`src/rtl/pkx_pkg.sv`:
```
// Shared constants and types for the accelerator front-end.
// Assumes a 32-bit register bus with word-aligned byte offsets.
package pkx_pkg;
    localparam int DW       = 32;
    localparam int OPW      = 6;
    localparam int NFLAG    = 4;
    localparam int OFF_CTRL = 0;
    localparam int OFF_STAT = 4;
    localparam int OFF_CLR  = 8;
    localparam int B_EN     = 0;
    localparam int B_GO     = 1;
    localparam int B_OPLO   = 8;
    localparam int B_INIT   = 0;
    localparam int B_LIM    = 1;
    localparam int B_BUSY   = 16;
    // flag index order: done, memory fault, address fault, opcode fault
    localparam int FI_DONE  = 0;
    localparam int FI_RAM   = 1;
    localparam int FI_ADDR  = 2;
    localparam int FI_OPER  = 3;

    typedef enum logic [1:0] {SQ_IDLE, SQ_RUN, SQ_ABORT} sq_state_e;

    // bit position of flag i in status, clear and enable fields
    function automatic int flag_pos(input int i);
        return (i == 0) ? 17 : 18 + i;
    endfunction
endpackage

```
`src/rtl/pkx_opcheck.sv`:
```
// Opcode legality check. Purely combinational.
// An opcode is legal if it matches an entry of LEGAL_OPS, or, when
// restricted mode is in effect, only if it equals LIMITED_OP.
module pkx_opcheck #(
    parameter int OPW = 6,
    parameter int NUM_OPS = 8,
    parameter logic [NUM_OPS*OPW-1:0] LEGAL_OPS = '0,
    parameter logic [OPW-1:0] LIMITED_OP = '0
) (
    input  logic [OPW-1:0] op_i,
    input  logic           limited_i,
    output logic           ok_o
);
    logic [NUM_OPS-1:0] hit;

    // one comparator per legal list entry
    for (genvar i = 0; i < NUM_OPS; i++) begin : g_cmp
        assign hit[i] = (op_i == LEGAL_OPS[i*OPW +: OPW]);
    end

    // restricted mode narrows the set to a single opcode
    always_comb ok_o = limited_i ? (op_i == LIMITED_OP) : (|hit);
endmodule

```
`src/rtl/pkx_seq.sv`:
```
// Start/busy/done sequencer. Accepts a go request only when idle.
// A legal request issues a one-cycle start pulse and waits for done.
// An illegal request stays busy for ABORT_CYC cycles, then aborts.
// Assumes done_i is only pulsed by the engine while it is running.
module pkx_seq
    import pkx_pkg::*;
#(
    parameter int OPW = 6,
    parameter int ABORT_CYC = 3
) (
    input  logic           clk,
    input  logic           rst_n,
    input  logic           go_i,
    input  logic           op_ok_i,
    input  logic [OPW-1:0] op_i,
    input  logic           done_i,
    output logic           busy_o,
    output logic           start_o,
    output logic [OPW-1:0] opcode_o,
    output logic           done_evt_o,
    output logic           abort_evt_o
);
    localparam int CNT_W = $clog2(ABORT_CYC + 1);

    sq_state_e        state;
    logic [CNT_W-1:0] cnt;

    // state machine, abort counter and engine start pulse
    always_ff @(posedge clk) begin
        if (!rst_n) begin
            state    <= SQ_IDLE;
            cnt      <= '0;
            start_o  <= 1'b0;
            opcode_o <= '0;
        end else begin
            start_o <= 1'b0;
            case (state)
                SQ_IDLE: if (go_i) begin
                    opcode_o <= op_i;
                    if (op_ok_i) begin
                        state   <= SQ_RUN;
                        start_o <= 1'b1;
                    end else begin
                        state <= SQ_ABORT;
                        cnt   <= CNT_W'(ABORT_CYC - 1);
                    end
                end
                SQ_RUN:   if (done_i) state <= SQ_IDLE;
                SQ_ABORT: if (cnt == '0) state <= SQ_IDLE;
                          else cnt <= cnt - 1'b1;
                default:  state <= SQ_IDLE;
            endcase
        end
    end

    // status and event outputs
    always_comb begin
        busy_o      = (state != SQ_IDLE);
        done_evt_o  = (state == SQ_RUN) && done_i;
        abort_evt_o = (state == SQ_ABORT) && (cnt == '0);
    end


    start_pulse_chk: assert property (@(posedge clk) disable iff (!rst_n)
        start_o |=> !start_o);

    start_idle_chk: assert property (@(posedge clk) disable iff (!rst_n)
        start_o |-> (busy_o && !$past(busy_o)));

    abort_quiet_chk: assert property (@(posedge clk) disable iff (!rst_n)
        (state == SQ_ABORT) |-> !start_o);

    done_idle_chk: assert property (@(posedge clk) disable iff (!rst_n)
        done_evt_o |=> !busy_o);
endmodule

```
`src/rtl/pkx_flags.sv`:
```
// Bank of sticky event flags with write-one-to-clear.
// A set in the same cycle as a clear wins.
module pkx_flags #(
    parameter int N = 4
) (
    input  logic         clk,
    input  logic         rst_n,
    input  logic [N-1:0] set_i,
    input  logic [N-1:0] clr_i,
    output logic [N-1:0] q_o
);
    for (genvar k = 0; k < N; k++) begin : g_flag
        // one sticky bit, set has priority over clear
        always_ff @(posedge clk) begin
            if (!rst_n)        q_o[k] <= 1'b0;
            else if (set_i[k]) q_o[k] <= 1'b1;
            else if (clr_i[k]) q_o[k] <= 1'b0;
        end


        flag_set_chk: assert property (@(posedge clk) disable iff (!rst_n)
            set_i[k] |=> q_o[k]);

        flag_clr_chk: assert property (@(posedge clk) disable iff (!rst_n)
            (clr_i[k] && !set_i[k]) |=> !q_o[k]);

        flag_hold_chk: assert property (@(posedge clk) disable iff (!rst_n)
            (!clr_i[k] && !set_i[k]) |=> $stable(q_o[k]));
    end
endmodule

```
`src/rtl/pkx_front.sv`:
```
// Register front-end for a public-key accelerator: control, status
// and clear words, opcode checking, start sequencing and interrupt.
// Assumes one-cycle write strobes and a combinational read path.
module pkx_front
    import pkx_pkg::*;
#(
    parameter int AW = 4,
    parameter int NUM_OPS = 8,
    parameter logic [NUM_OPS*6-1:0] LEGAL_OPS =
        {6'h26, 6'h20, 6'h0E, 6'h08, 6'h07, 6'h02, 6'h01, 6'h00},
    parameter logic [5:0] LIMITED_OP = 6'h26,
    parameter int ABORT_CYC = 3
) (
    input  logic          clk,
    input  logic          rst_n,
    input  logic [AW-1:0] bus_addr,
    input  logic          bus_wr,
    input  logic [31:0]   bus_wdata,
    output logic [31:0]   bus_rdata,
    input  logic          cfg_limited,
    input  logic          rng_init_done,
    output logic          eng_start,
    output logic [5:0]    eng_opcode,
    input  logic          eng_done,
    input  logic          eng_ram_err,
    input  logic          eng_addr_err,
    output logic          irq
);
    logic             en_q, lim_q, init_q;
    logic [OPW-1:0]   mode_q, mode_next, wr_mode;
    logic [NFLAG-1:0] ie_q, fset, fclr, fq;
    logic             ctrl_wr, clr_wr, wr_en, lim_eff;
    logic             wr_ok, go_ok, wr_reject, go;
    logic             busy, done_evt, abort_evt;
    logic             unused_wdata;

    // bus decode and write-time opcode selection
    always_comb begin
        ctrl_wr   = bus_wr && (bus_addr == AW'(OFF_CTRL));
        clr_wr    = bus_wr && (bus_addr == AW'(OFF_CLR));
        wr_en     = bus_wdata[B_EN];
        wr_mode   = bus_wdata[B_OPLO +: OPW];
        lim_eff   = wr_en ? cfg_limited : lim_q;
        wr_reject = ctrl_wr && wr_en && !wr_ok;
        mode_next = (ctrl_wr && !wr_reject) ? wr_mode : mode_q;
        go        = ctrl_wr && wr_en && bus_wdata[B_GO];
    end

    assign unused_wdata = ^{bus_wdata[31:22], bus_wdata[18],
                            bus_wdata[16:14], bus_wdata[7:2]};

    // check of an opcode being written
    pkx_opcheck #(.OPW(OPW), .NUM_OPS(NUM_OPS), .LEGAL_OPS(LEGAL_OPS),
                  .LIMITED_OP(LIMITED_OP)) u_wrchk (
        .op_i(wr_mode), .limited_i(lim_eff), .ok_o(wr_ok));

    // check of the opcode a start would launch
    pkx_opcheck #(.OPW(OPW), .NUM_OPS(NUM_OPS), .LEGAL_OPS(LEGAL_OPS),
                  .LIMITED_OP(LIMITED_OP)) u_gochk (
        .op_i(mode_next), .limited_i(lim_eff), .ok_o(go_ok));

    pkx_seq #(.OPW(OPW), .ABORT_CYC(ABORT_CYC)) u_seq (
        .clk(clk), .rst_n(rst_n), .go_i(go), .op_ok_i(go_ok),
        .op_i(mode_next), .done_i(eng_done), .busy_o(busy),
        .start_o(eng_start), .opcode_o(eng_opcode),
        .done_evt_o(done_evt), .abort_evt_o(abort_evt));

    // flag set and clear sources
    always_comb begin
        fset[FI_DONE] = done_evt;
        fset[FI_RAM]  = eng_ram_err;
        fset[FI_ADDR] = eng_addr_err;
        fset[FI_OPER] = wr_reject || abort_evt;
        for (int k = 0; k < NFLAG; k++)
            fclr[k] = clr_wr && bus_wdata[flag_pos(k)];
    end

    pkx_flags #(.N(NFLAG)) u_flags (
        .clk(clk), .rst_n(rst_n), .set_i(fset), .clr_i(fclr), .q_o(fq));

    // control word fields and restricted-mode sample
    always_ff @(posedge clk) begin
        if (!rst_n) begin
            en_q   <= 1'b0;
            mode_q <= '0;
            ie_q   <= '0;
            lim_q  <= 1'b0;
        end else if (ctrl_wr) begin
            en_q   <= wr_en;
            mode_q <= mode_next;
            for (int k = 0; k < NFLAG; k++) ie_q[k] <= bus_wdata[flag_pos(k)];
            if (wr_en) lim_q <= cfg_limited;
        end
    end

    // readiness of the random source, latched
    always_ff @(posedge clk) begin
        if (!rst_n)             init_q <= 1'b0;
        else if (rng_init_done) init_q <= 1'b1;
    end

    // read multiplexer
    always_comb begin
        bus_rdata = '0;
        case (bus_addr)
            AW'(OFF_CTRL): begin
                bus_rdata[B_EN]          = en_q;
                bus_rdata[B_OPLO +: OPW] = mode_q;
                for (int k = 0; k < NFLAG; k++) bus_rdata[flag_pos(k)] = ie_q[k];
            end
            AW'(OFF_STAT): begin
                bus_rdata[B_INIT] = init_q;
                bus_rdata[B_LIM]  = lim_q;
                bus_rdata[B_BUSY] = busy;
                for (int k = 0; k < NFLAG; k++) bus_rdata[flag_pos(k)] = fq[k];
            end
            default: bus_rdata = '0;
        endcase
    end

    // combined interrupt
    always_comb irq = |(fq & ie_q);


    init_rise_chk: assert property (@(posedge clk) disable iff (!rst_n)
        $rose(init_q) |-> $past(rng_init_done));

    reject_hold_chk: assert property (@(posedge clk) disable iff (!rst_n)
        wr_reject |=> ($stable(mode_q) && fq[FI_OPER]));

    abort_flag_chk: assert property (@(posedge clk) disable iff (!rst_n)
        abort_evt |=> (!busy && fq[FI_OPER]));
endmodule

```
`config.mk`:
```
export PLATFORM = sky130hd
export DESIGN_NAME = pkx_front
export DESIGN_NICKNAME = d
export VERILOG_FILES = /design/src/rtl/pkx_pkg.sv /design/src/rtl/pkx_opcheck.sv /design/src/rtl/pkx_seq.sv /design/src/rtl/pkx_flags.sv /design/src/rtl/pkx_front.sv
export SDC_FILE = /design/constraint.sdc
export NUM_CORES = 1
export LEC_CHECK = 0
export BUFFER_PORTS_ARGS = -buffer_cell sky130_fd_sc_hd__buf_4
export CORE_UTILIZATION = 46
export CTS_CLUSTER_DIAMETER = 100
export DETAILED_ROUTE_END_ITERATION = 6
export PLACE_DENSITY = 0.8
export SLEW_MARGIN = 20
export SYNTH_ARGS = -nofsm -noshare
export SYNTH_HDL_FRONTEND = slang
export SYNTH_SLANG_ARGS = --single-unit
```
`constraint.sdc`:
```
create_clock -name clk -period 2.9 [get_ports clk]
set_input_delay 0.435 -clock clk [delete_from_list [all_inputs] [get_ports clk]]
set_output_delay 0.435 -clock clk [all_outputs]
set_load 0.005 [all_outputs]
```
==> summary.md, run 1 <==
| Metric | Value |
|---|---|
| Starting density of the core | approximately half |
| R2r setup slk | 1100 ps |
| Crit path max fanout | 6 |
| Period utilisation layout | between 70 and 80% |
| Core ar. | between 3000 and 4000 sq um |
| Avg Synthesized Cell Area | approximately 8.4 sq um |
| Vias in the first global route | 1343 |
| Clock Latency Late Sink | 280 ps |
| Final Hold Fails | 0 |
| Hold depth | 3 |
| Diodes inserted | 0 |
| Final Util | 59.7% |
| WHS | 357 ps |
| Synth cell types | 53 |
| Clk pwr share | 38.4% |
| Drt pass-1 iters | 4 |
| Setup crit start | bus_addr[3] |
| Post-synthesis mux area share | 10.1% |
| Setup TNS Final | 0 ps |
| Clock Path Buffers | 2 |
| # Post-CTS Setup Buffers | 0 |
| Routability cong. | 0.785 |
| CTS resizes | 0 |
| Final WL | 3640 um |
| Placed cells | about 290 |
| Max-cap violation count | 0 |
| Clk pin slew, worst setup/hold paths | approximately 90 ps |
| EDFF count, synth | 0 |
| Routed WL per cell | 12.4 um |
| Yosys top cell area share | 32.5% |
| Number of nets in the layout | 293 |
| Switching Fraction | 22.8% |
| Simple-gate share of the synthesized area | 24.4% |
| Vias | roughly 1500 |
| Relative slew slack | 65.1% |
| Mapped Area | 1730 sq um |
| IR drop worst, VDD | 0.262 mV |
| CP Capture Type | primary output |
| CTS Buf Count | 3 |
| Synth Flop Type | dfxtp_1 |
| Logic pwr share | 12.6% |
| H-Tree Depth | 1 |
| Total chip power | 0.804 mW |
| Synth Area in XOR/XNOR | 0% |
| Post-DP HPWL | 2780 um |
| Outcome | completed |
| Largest net degree at the start of global routing | 18 |
| Reg2reg start | mode_q[0] |
| Largest area contributor in the netlist | dfxtp_1 |
| Worst slew pin tran | ~520 ps |
| Reg2reg end | u_seq.cnt[1] |
| Seq pwr share | about half |
| Seq/Total Area, Yosys | 32.5% |
| Tmin final | 2150 ps |
| Synth Register Bits | 28 |
| Post-synthesis compound-gate area fraction | 18.3% |
| Setup Skew | 1.50 ps |
| Ports | 84 |
| Share of cells above drive strength 1 | 25.9% |
| Max Clk Rate | 0.465 GHz |
| Port Buffer Count | 44 |
| Filler cells | approximately 320 |
| Largest family of logic cells by synthesized area | simple AND/OR/NAND/NOR gates |
| Worst Setup EP | bus_rdata[13] |
| Cts hold-fix bufs | 0 |
| Hold WC Path Type | in -> reg |
| Clock sink count | 28 |
| First-pass GRT wire length | 6190 um |
| P per Cell Area | 388 nW/um^2 |
| Async S/R FF share, synth | 0% |
| Global-route usage over all layers | 19.1% |
| Leak | approximately 0.92 nW |
| DRC viols | 0 |
| RSZ-0062 raised after global routing | false |
| DIE HEIGHT | 63.3 um |
| Sw Pwr | 0.183 mW |
| Std cell rows | 21 |
| Non-filler instance count after layout | 293 |
| Req. time, crit path | 2470 ps |
| Critical path type | in -> out |
| DR iter-0 viols | 77 |
| Yosys warning count | 0 |
| CP Launch Type | input pin |
| Reg2Reg Depth | 7 |
| Synth Area in Adders | less than 1% |
| Final Setup Violations | 0 |
| Synth Instances | 205 |
| Die W | about 63 um |
| Clock root cell | clkbuf_8 |
| Initial antenna violation count | 0 |
| P_int | 0.621 mW |
| Gr ovfl total | 0 |
| Vias per cell | 5.09 |
| Die area | approximately 4000 sq um |
| Final Slew Violations | 0 |
| Antenna-violating nets left | 0 |
| CTS tree | yes |
| Synth top area cells | dfxtp_1 (32%), mux2i_1 (9.3%), buf_4 (8.3%), nor2_1 (7.8%), a211oi_1 (3.0%) |
| Crit path DAT | 1720 ps |
| Area Growth Syn to Fin | 20.0% |
## registers in the layout, summed over array words and instances, names as in the netlist
| register | count |
|---|---|
| en_q | 1 |
| ie_q | 4 |
| init_q | 1 |
| lim_q | 1 |
| mode_q | 6 |
| u_flags.q_o | 4 |
| u_seq.cnt | 2 |
| u_seq.opcode_o | 6 |
| u_seq.start_o | 1 |
| u_seq.state | 2 |
## cells in the mapped netlist (2+ instances only)
master / number
nand2_1: 13
o31ai_1: 3
a22oi_1: 2
o21ai_0: 4
and3_1: 2
dfxtp_1: 28
nor2_1: 36
nor2b_1: 2
and2_1: 7
nand3_1: 5
a41oi_1: 2
nor3_1: 3
clkbuf_1: 3
mux2i_1: 16
inv_1: 8
a211oi_1: 7
buf_4: 19
buf_6: 4
or3_1: 2
a21oi_1: 6
## cells by family (layout without fill, tap and decap cells)
group                    count (synthesis)  count (layout)
AO/OA/AOI/OAI                           40              40
AND/OR/NAND/NOR                         82              82
adder cells (fa/ha/maj)                  1               1
other                                    1              19
multiplexers                            17              17
buffers and inverters                   36              60
flip-flops                              28              28
## critical path: stages
cell and delay [ps]:
buf_4 120, or3_1 460, nor2_1 380, and2_1 210, buf_4 110
## power groups by stage
stage / registers, mW / logic [mW] / clock network [mW]
after global placement: 0.403 / 0.0988 / 0
after floorplan: 0.402 / 0.0806 / 0
after global routing: 0.395 / 0.112 / 0.326
after CTS: 0.394 / 0.100 / 0.312
final: 0.394 / 0.101 / 0.309
after detailed placement: 0.403 / 0.0998 / 0
## worst min-delay path by stage
| stage | start | end |
|---|---|---|
| 2_1_floorplan | en_q | en_q |
| 3_3_place_gp | en_q | en_q |
| 3_5_place_dp | init_q | init_q |
| 4_1_cts | rng_init_done | init_q |
| 5_1_grt | eng_addr_err | u_flags.q_o[2] |
| 6_report | rng_init_done | init_q |
## placed cells by master, fill, tap and decap left out, types with 3 or more instances in the layout
| master | synthesis | final |
|---|---|---|
| clkbuf_8 | 0 | 3 |
| nand3_1 | 5 | 5 |
| nor2_1 | 36 | 36 |
| mux2i_1 | 16 | 16 |
| buf_4 | 19 | 47 |
| nor3_1 | 3 | 3 |
| conb_1 | 1 | 19 |
| a21oi_1 | 6 | 6 |
| and2_1 | 7 | 7 |
| dfxtp_1 | 28 | 28 |
| nand2_1 | 13 | 13 |
| a211oi_1 | 7 | 7 |
| o31ai_1 | 3 | 3 |
| o21ai_0 | 4 | 4 |
| inv_1 | 8 | 8 |
## stage by stage
stage          setup slack, ps  instance area, sq um
6_report                   748                  2070
5_1_grt                    672                  2070
4_1_cts                    762                  2070
3_5_place_dp               574                  2000
3_3_place_gp               585                  2000
2_1_floorplan              576                  1790
## layer usage
| layer | global-route usage (%) | routed length, um | vias up |
|---|---|---|---|
| li1 | - | - | 769 |
| met1 | 25.1 | 1720 | 667 |
| met2 | 32.3 | 1630 | 51 |
| met3 | 2.90 | 246 | 5 |
| met4 | 5.11 | 39 | 0 |
| met5 | 0 | 0 | - |
## final cells by class
type,count,area (sq um),area share (%)
flip-flops and latches,28,561,27.1
clock buffers,3,41.3,1.99
repair buffers,47,353,17.0
well taps,46,57.6,2.78
clock inverters,1,30.0,1.45
multi-input cells,159,996,48.1
inverters,9,33.8,1.63
Power figures use the tool's default switching activity.
==> run 2, diff against run 1 <==
--- a/config.mk
+++ b/config.mk
@@ -6,10 +6,10 @@
 export NUM_CORES = 1
 export LEC_CHECK = 0
 export BUFFER_PORTS_ARGS = -buffer_cell sky130_fd_sc_hd__buf_4
-export CORE_UTILIZATION = 46
+export CORE_UTILIZATION = 42
 export CTS_CLUSTER_DIAMETER = 100
 export DETAILED_ROUTE_END_ITERATION = 6
-export PLACE_DENSITY = 0.8
+export PLACE_DENSITY = 0.77
 export SLEW_MARGIN = 20
 export SYNTH_ARGS = -nofsm -noshare
 export SYNTH_HDL_FRONTEND = slang
==> constraint.sdc (replaced) <==
create_clock -name clk -period 1.7 [get_ports clk]
set_input_delay 0.255 -clock clk [delete_from_list [all_inputs] [get_ports clk]]
set_output_delay 0.255 -clock clk [all_outputs]
set_load 0.005 [all_outputs]
==> summary.md, run 2 (synthesis results as in run 1) <==
| Metric | Value |
|---|---|
| Filler cells | 324 |
| Worst path max stage delay | 410 ps |
| Most frequent cells in the layout | buf_4 (73), nor2_1 (34), dfxtp_1 (28) |
| Period utilisation layout | 101% |
| Commonest non-fill, non-tap cell in the layout | buf_4 |
| Max-cap violation count | 0 |
| Setup Skew | 3.27 ps |
| Crit-path cells | buf_6 > a221oi_4 > a41oi_2 > nor2_4 > mux2_4 > or4_1 > nand3_1 |
| Ports | 84 |
| Core ar. | 3800 sq um |
| Final Setup Violations | 1 |
| Die W | 66.1 um |
| Global-route usage over all layers | 19.7% |
| Die area | 4370 sq um |
| Vias in the first global route | 1515 |
| Tmin final | 1720 ps |
| H-Tree Depth | 1 |
| Outcome | complete, but fails checks |
| Clk pin slew, worst setup/hold paths | ~100 ps |
| CTS Buf Count | 3 |
| Req. time, crit path | 1930 ps |
| Clock sink count | 28 |
| Std cell rows | 22 |
| Hold WC Path Type | in -> reg |
| Sw Pwr | 0.345 mW |
| Drt pass-1 iters | 4 |
| M3 GR Usage | around 2.6% |
| Finished Cell Area | 2410 sq um |
| Cts hold-fix bufs | 0 |
| WHS | 179 ps |
| CTS tree | yes |
| Clock Path Buffers | 2 |
| DRC viols | 0 |
| Vias | 1678 |
| Routability cong. | between 0.8 and 0.9 |
| Critical path type | in -> reg |
| Vias per cell | 5.15 |
| Max Clk Rate | 0.580 GHz |
| Port Buffer Count | 44 |
| Placed cells | 322 |
| Non-filler instance count after layout | 326 |
| Placed cell areas | 2270 sq um |
| Switching Fraction | 23.9% |
| Reg2reg start | mode_q[3] |
| Crit-path slowest cell | or4_1 |
| Met2 Use GR | 34.2% |
| P_int | 1.10 mW |
| DIE HEIGHT | approximately 66 um |
| Gr ovfl total | 0 |
| Largest net degree at the start of global routing | 17 |
| P per Cell Area | roughly 600 nW/um^2 |
| CP Launch Type | input pin |
| Met1 GRT Util | 24.6% |
| Seq pwr share | between 40% and 50% |
| Clock root cell | clkbuf_8 |
| CP Capture Type | register |
| Final worst slack | -24.7 ps |
| Total chip power | around 1.4 mW |
| Crit path DAT | just under 2000 ps |
| Violated checks | negative setup slack |
| Final Slew Violations | 0 |
| Largest registers | mode_q: 6 flops, u_seq.opcode_o: 6 flops |
| Area Growth Syn to Fin | 39.6% |
| Starting density of the core | 45.5% |
| RSZ-0062 raised after global routing | true |
| Pre-CTS WS | -346 ps |
| DR iter-0 viols | 52 |
| Crit path max fanout | 4 |
| Diodes inserted | 0 |
| IR drop worst, VDD | 0.346 mV |
| Setup crit start | bus_wdata[8] |
| Share of cells above drive strength 1 | 37.8% |
| Grt peak-use layer | met2 |
| Antenna-violating nets left | 0 |
| Post-DP HPWL | 3240 um |
| Clk pwr share | 37.3% |
| Routed WL per cell | between 10 and 15 um |
| Clock Latency Late Sink | 280 ps |
| Leak | 1.10 nW |
| Final WL | 4090 um |
| Min-delay src | rng_init_done |
| Number of nets in the layout | around 320 |
| Final Hold Fails | 0 |
| First-pass GRT wire length | 6720 um |
| Logic pwr share | 16.1% |
| Initial antenna violation count | 0 |
-- run 2: cell types whose count changed in the layout (fill, tap and decap cells not counted), sizes merged --
| cell | before | now |
|---|---|---|
| buf | 47 | 78 |
-- run 2: area by class of cell --
| type | instances | area (sq um) | area share, % |
|---|---|---|---|
| multi-input cells | 159 | 1070 | 44.5 |
| repair buffers | 78 | 613 | 25.4 |
| flip-flops and latches | 28 | 561 | 23.2 |
| well taps | 48 | 60.1 | 2.49 |
| clock buffers | 3 | 41.3 | 1.71 |
| inverters | 9 | 33.8 | 1.40 |
| clock inverters | 1 | 30.0 | 1.25 |
-- run 2: routing by layer --
layer / part of all wire (%) / wire [um] / vias to the layer above
met5: 0 / 0 / -
li1: - / - / 827
met1: 43 / 1780 / 772
met2: 48 / 1960 / 72
met4: 2.0 / 80 / 0
met3: 6.6 / 270 / 7
-- run 2: metrics by stage --
step | utilization [%] | setup TNS, ps
final | 63.5 | -24.7
after global routing | 63.5 | -124
after CTS | 62.1 | 0
after detailed placement | 59.9 | -3190
after global placement | 59.9 | -2300
after floorplan | - | -1170
-- run 2: repair_timing --
item,in CTS,in global routing
endpoints found under the setup margin,4,7
setup buffers,0,1
pin swaps,1,5
resized for setup,3,12
-- run 2: path summary, 6_finish.rpt --
kind | to | slack (ps) | cells after the start
min | init_q | 180 | 3
max reg2reg | u_seq.cnt[1] | -10 | 7
min reg2reg | en_q | 470 | 2
max | u_seq.cnt[1] | -20 | 7
-- run 2: worst max-delay path: cells and delay by family --
| kind | cells | cell delay (ps) |
|---|---|---|
| muxes | 1 | 340 |
| and+or+nand+nor | 3 | 650 |
| buffers and inverters | 1 | 110 |
| AOI/OAI and AO/OA | 2 | 590 |
-- run 2: power by group through the flow --
stage                     sequential, mW  clock [mW]  combinational [mW]
final                              0.673       0.539               0.233
after global routing               0.674       0.568               0.254
after CTS                          0.673       0.534               0.224
after detailed placement           0.688           0               0.221
after global placement             0.687           0               0.218
after floorplan                    0.686           0               0.149
==> run 3, diff against run 2 <==
--- a/config.mk
+++ b/config.mk
@@ -9,6 +9,7 @@
 export CORE_UTILIZATION = 42
 export CTS_CLUSTER_DIAMETER = 100
 export DETAILED_ROUTE_END_ITERATION = 6
+export GPL_TIMING_DRIVEN = 0
 export PLACE_DENSITY = 0.77
 export SLEW_MARGIN = 20
 export SYNTH_ARGS = -nofsm -noshare
==> summary.md, run 3 (synthesis results as in run 1) <==
| Metric | Value |
|---|---|
| Clk pin slew, worst setup/hold paths | 90 ps |
| Vias in the first global route | 1472 |
| Crit-path cells | buf_6 > nor2b_4 > o31ai_4 > a41oi_2 > nor2_4 > mux2_4 > or4_4 > nand3_2 |
| Final Setup Violations | 2 |
| P_int | 1.10 mW |
| RSZ-0062 raised after global routing | true |
| Final WL | approximately 4100 um |
| Max-cap violation count | 0 |
| Total chip power | 1.43 mW |
| Vias | 1621 |
| Setup Skew | approximately 2.8 ps |
| Placed cells | 311 |
| Core ar. | roughly 3800 sq um |
| Final Hold Fails | 0 |
| Clk pwr share | 36.3% |
| DIE HEIGHT | between 60 and 70 um |
| DRC viols | 0 |
| Drt pass-1 iters | 4 |
| Starting density of the core | 45.5% |
| Final Util | 63.1% |
| Sw Pwr | 0.324 mW |
| Commonest non-fill, non-tap cell in the layout | buf_4 |
| Critical path buffer and inverter count | 1 |
| H-Tree Depth | 1 |
| Outcome | complete, but fails checks |
| Vias per cell | 5.05 |
| Reg2reg start | mode_q[2] |
| Violated checks | negative setup slack |
| Port Buffer Count | 40 |
| Clock root cell | clkbuf_8 |
| Seq pwr share | between 40% and 50% |
| CP Launch Type | input pin |
| Share of cells above drive strength 1 | 37.0% |
| Req. time, crit path | between 1500 and 2000 ps |
| Antenna-violating nets left | 0 |
| Crit-path slowest cell | or4_4 |
| Largest net degree at the start of global routing | 17 |
| Post-DP HPWL | 3020 um |
| Gr ovfl total | 0 |
| Std cell rows | 22 |
| Diodes inserted | 0 |
| Placed cell areas | 2200 sq um |
| Final Slew Violations | 0 |
| Ports | 84 |
| Initial antenna violation count | 0 |
| Routability cong. | 0.784 |
| Critical path type | in -> reg |
| Clock Path Buffers | 2 |
| Setup crit start | bus_wdata[9] |
| Worst path max stage delay | 420 ps |
| IR drop worst, VDD | 0.560 mV |
| First-pass GRT wire length | between 6000 and 7000 um |
| Global-route usage over all layers | 18.6% |
| Die W | between 60 and 70 um |
| Period utilisation layout | 104% |
| Top delay family on crit path | simple AND/OR/NAND/NOR gates |
| Filler cells | 338 |
| Clock Latency Late Sink | 270 ps |
| Non-filler instance count after layout | 321 |
| Final worst slack | -67.8 ps |
| Number of nets in the layout | 319 |
| Tmin final | 1770 ps |
| Logic pwr share | 16.5% |
| Most frequent cells in the layout | buf_4 (64), nor2_1 (34), dfxtp_1 (26) |
| Max Clk Rate | 0.566 GHz |
| Min-delay src | rng_init_done |
| Hold WC Path Type | in -> reg |
| CTS Buf Count | 3 |
| Clock sink count | 28 |
| Die area | 4370 sq um |
| Switching Fraction | approximately 23% |
| Crit path max fanout | 5 |
| Area Growth Syn to Fin | 38.8% |
| Finished Cell Area | 2400 sq um |
| Crit path DAT | 1990 ps |
| P per Cell Area | 596 nW/um^2 |
| CTS tree | yes |
| R2r setup slk | -30 ps |
| CP Capture Type | register |
| Leak | 1.10 nW |
| Largest registers | mode_q: 6 flops, u_seq.opcode_o: 6 flops |
| DR iter-0 viols | 55 |
| Routed WL per cell | 12.9 um |
## run 3: cell types whose count changed in the layout (fill, tap and decap cells not counted), moves of 2 or more
cell      delta
dfxtp_2      +2
nor2_2       -2
clkbuf_1     +2
nor2_4       +2
buf_4        -9
dfxtp_1      -2
## run 3: what timing repair did
item                                   in CTS  in global routing
setup endpoints to repair                  12                 12
endpoints found under the hold margin       0                  0
gates resized for setup                     3                 18
hold buffers                                0                  0
setup buffers                               3                  4
pin swaps                                   1                  7
cloned                                      0                  0
## run 3: path summary, 6_finish.rpt
path / endpoint / cells after the start
hold / removal: init_q / 3
hold reg to reg: en_q / 2
setup reg to reg: u_seq.cnt[1] / 6
setup / recovery: u_seq.cnt[1] / 8
## run 3: power by group through the flow
| stage | Clock [mW] | Sequential, mW | Combinational [mW] |
|---|---|---|---|
| 6_report | 0.518 | 0.673 | 0.236 |
| 5_1_grt | 0.550 | 0.675 | 0.256 |
| 4_1_cts | 0.532 | 0.672 | 0.224 |
| 3_5_place_dp | 0 | 0.688 | 0.221 |
| 3_3_place_gp | 0 | 0.687 | 0.218 |
| 2_1_floorplan | 0 | 0.686 | 0.149 |
## run 3: metal layers
metal  vias to the layer above  routed length [um]  GRT usage, %
met5                         -                   0             0
met4                         0                  46          3.72
met3                         6                 249          3.97
met2                        60                2020          34.6
met1                       739                1830          21.8
li1                        816                   -             -
## run 3: layout make-up
cell class / count / area [sq um] / share of cell area, %
Tap cell: 48 / 60.1 / 2.51
Clock buffer: 3 / 41.3 / 1.72
Sequential cell: 28 / 563 / 23.5
Buffer: 26 / 220 / 9.19
Timing Repair Buffer: 47 / 368 / 15.4
Clock inverter: 1 / 30.0 / 1.25
Inverter: 9 / 33.8 / 1.41
Multi-Input combinational cell: 159 / 1080 / 45.1
## run 3: worst min-delay path, delay by kind of cell
kind          cells  cell delay, ps
buf+inv           1              80
simple gates      2             100
## run 3: through the flow
step / TNS, ps / hold WS [ps] / setup WS [ps]
3_5_place_dp: -4220 / 451 / -501
2_1_floorplan: -1170 / 371 / -284
4_1_cts: -315 / 180 / -86.9
6_report: -90.4 / 184 / -67.8
3_3_place_gp: -3960 / 444 / -474
5_1_grt: -425 / 190 / -136
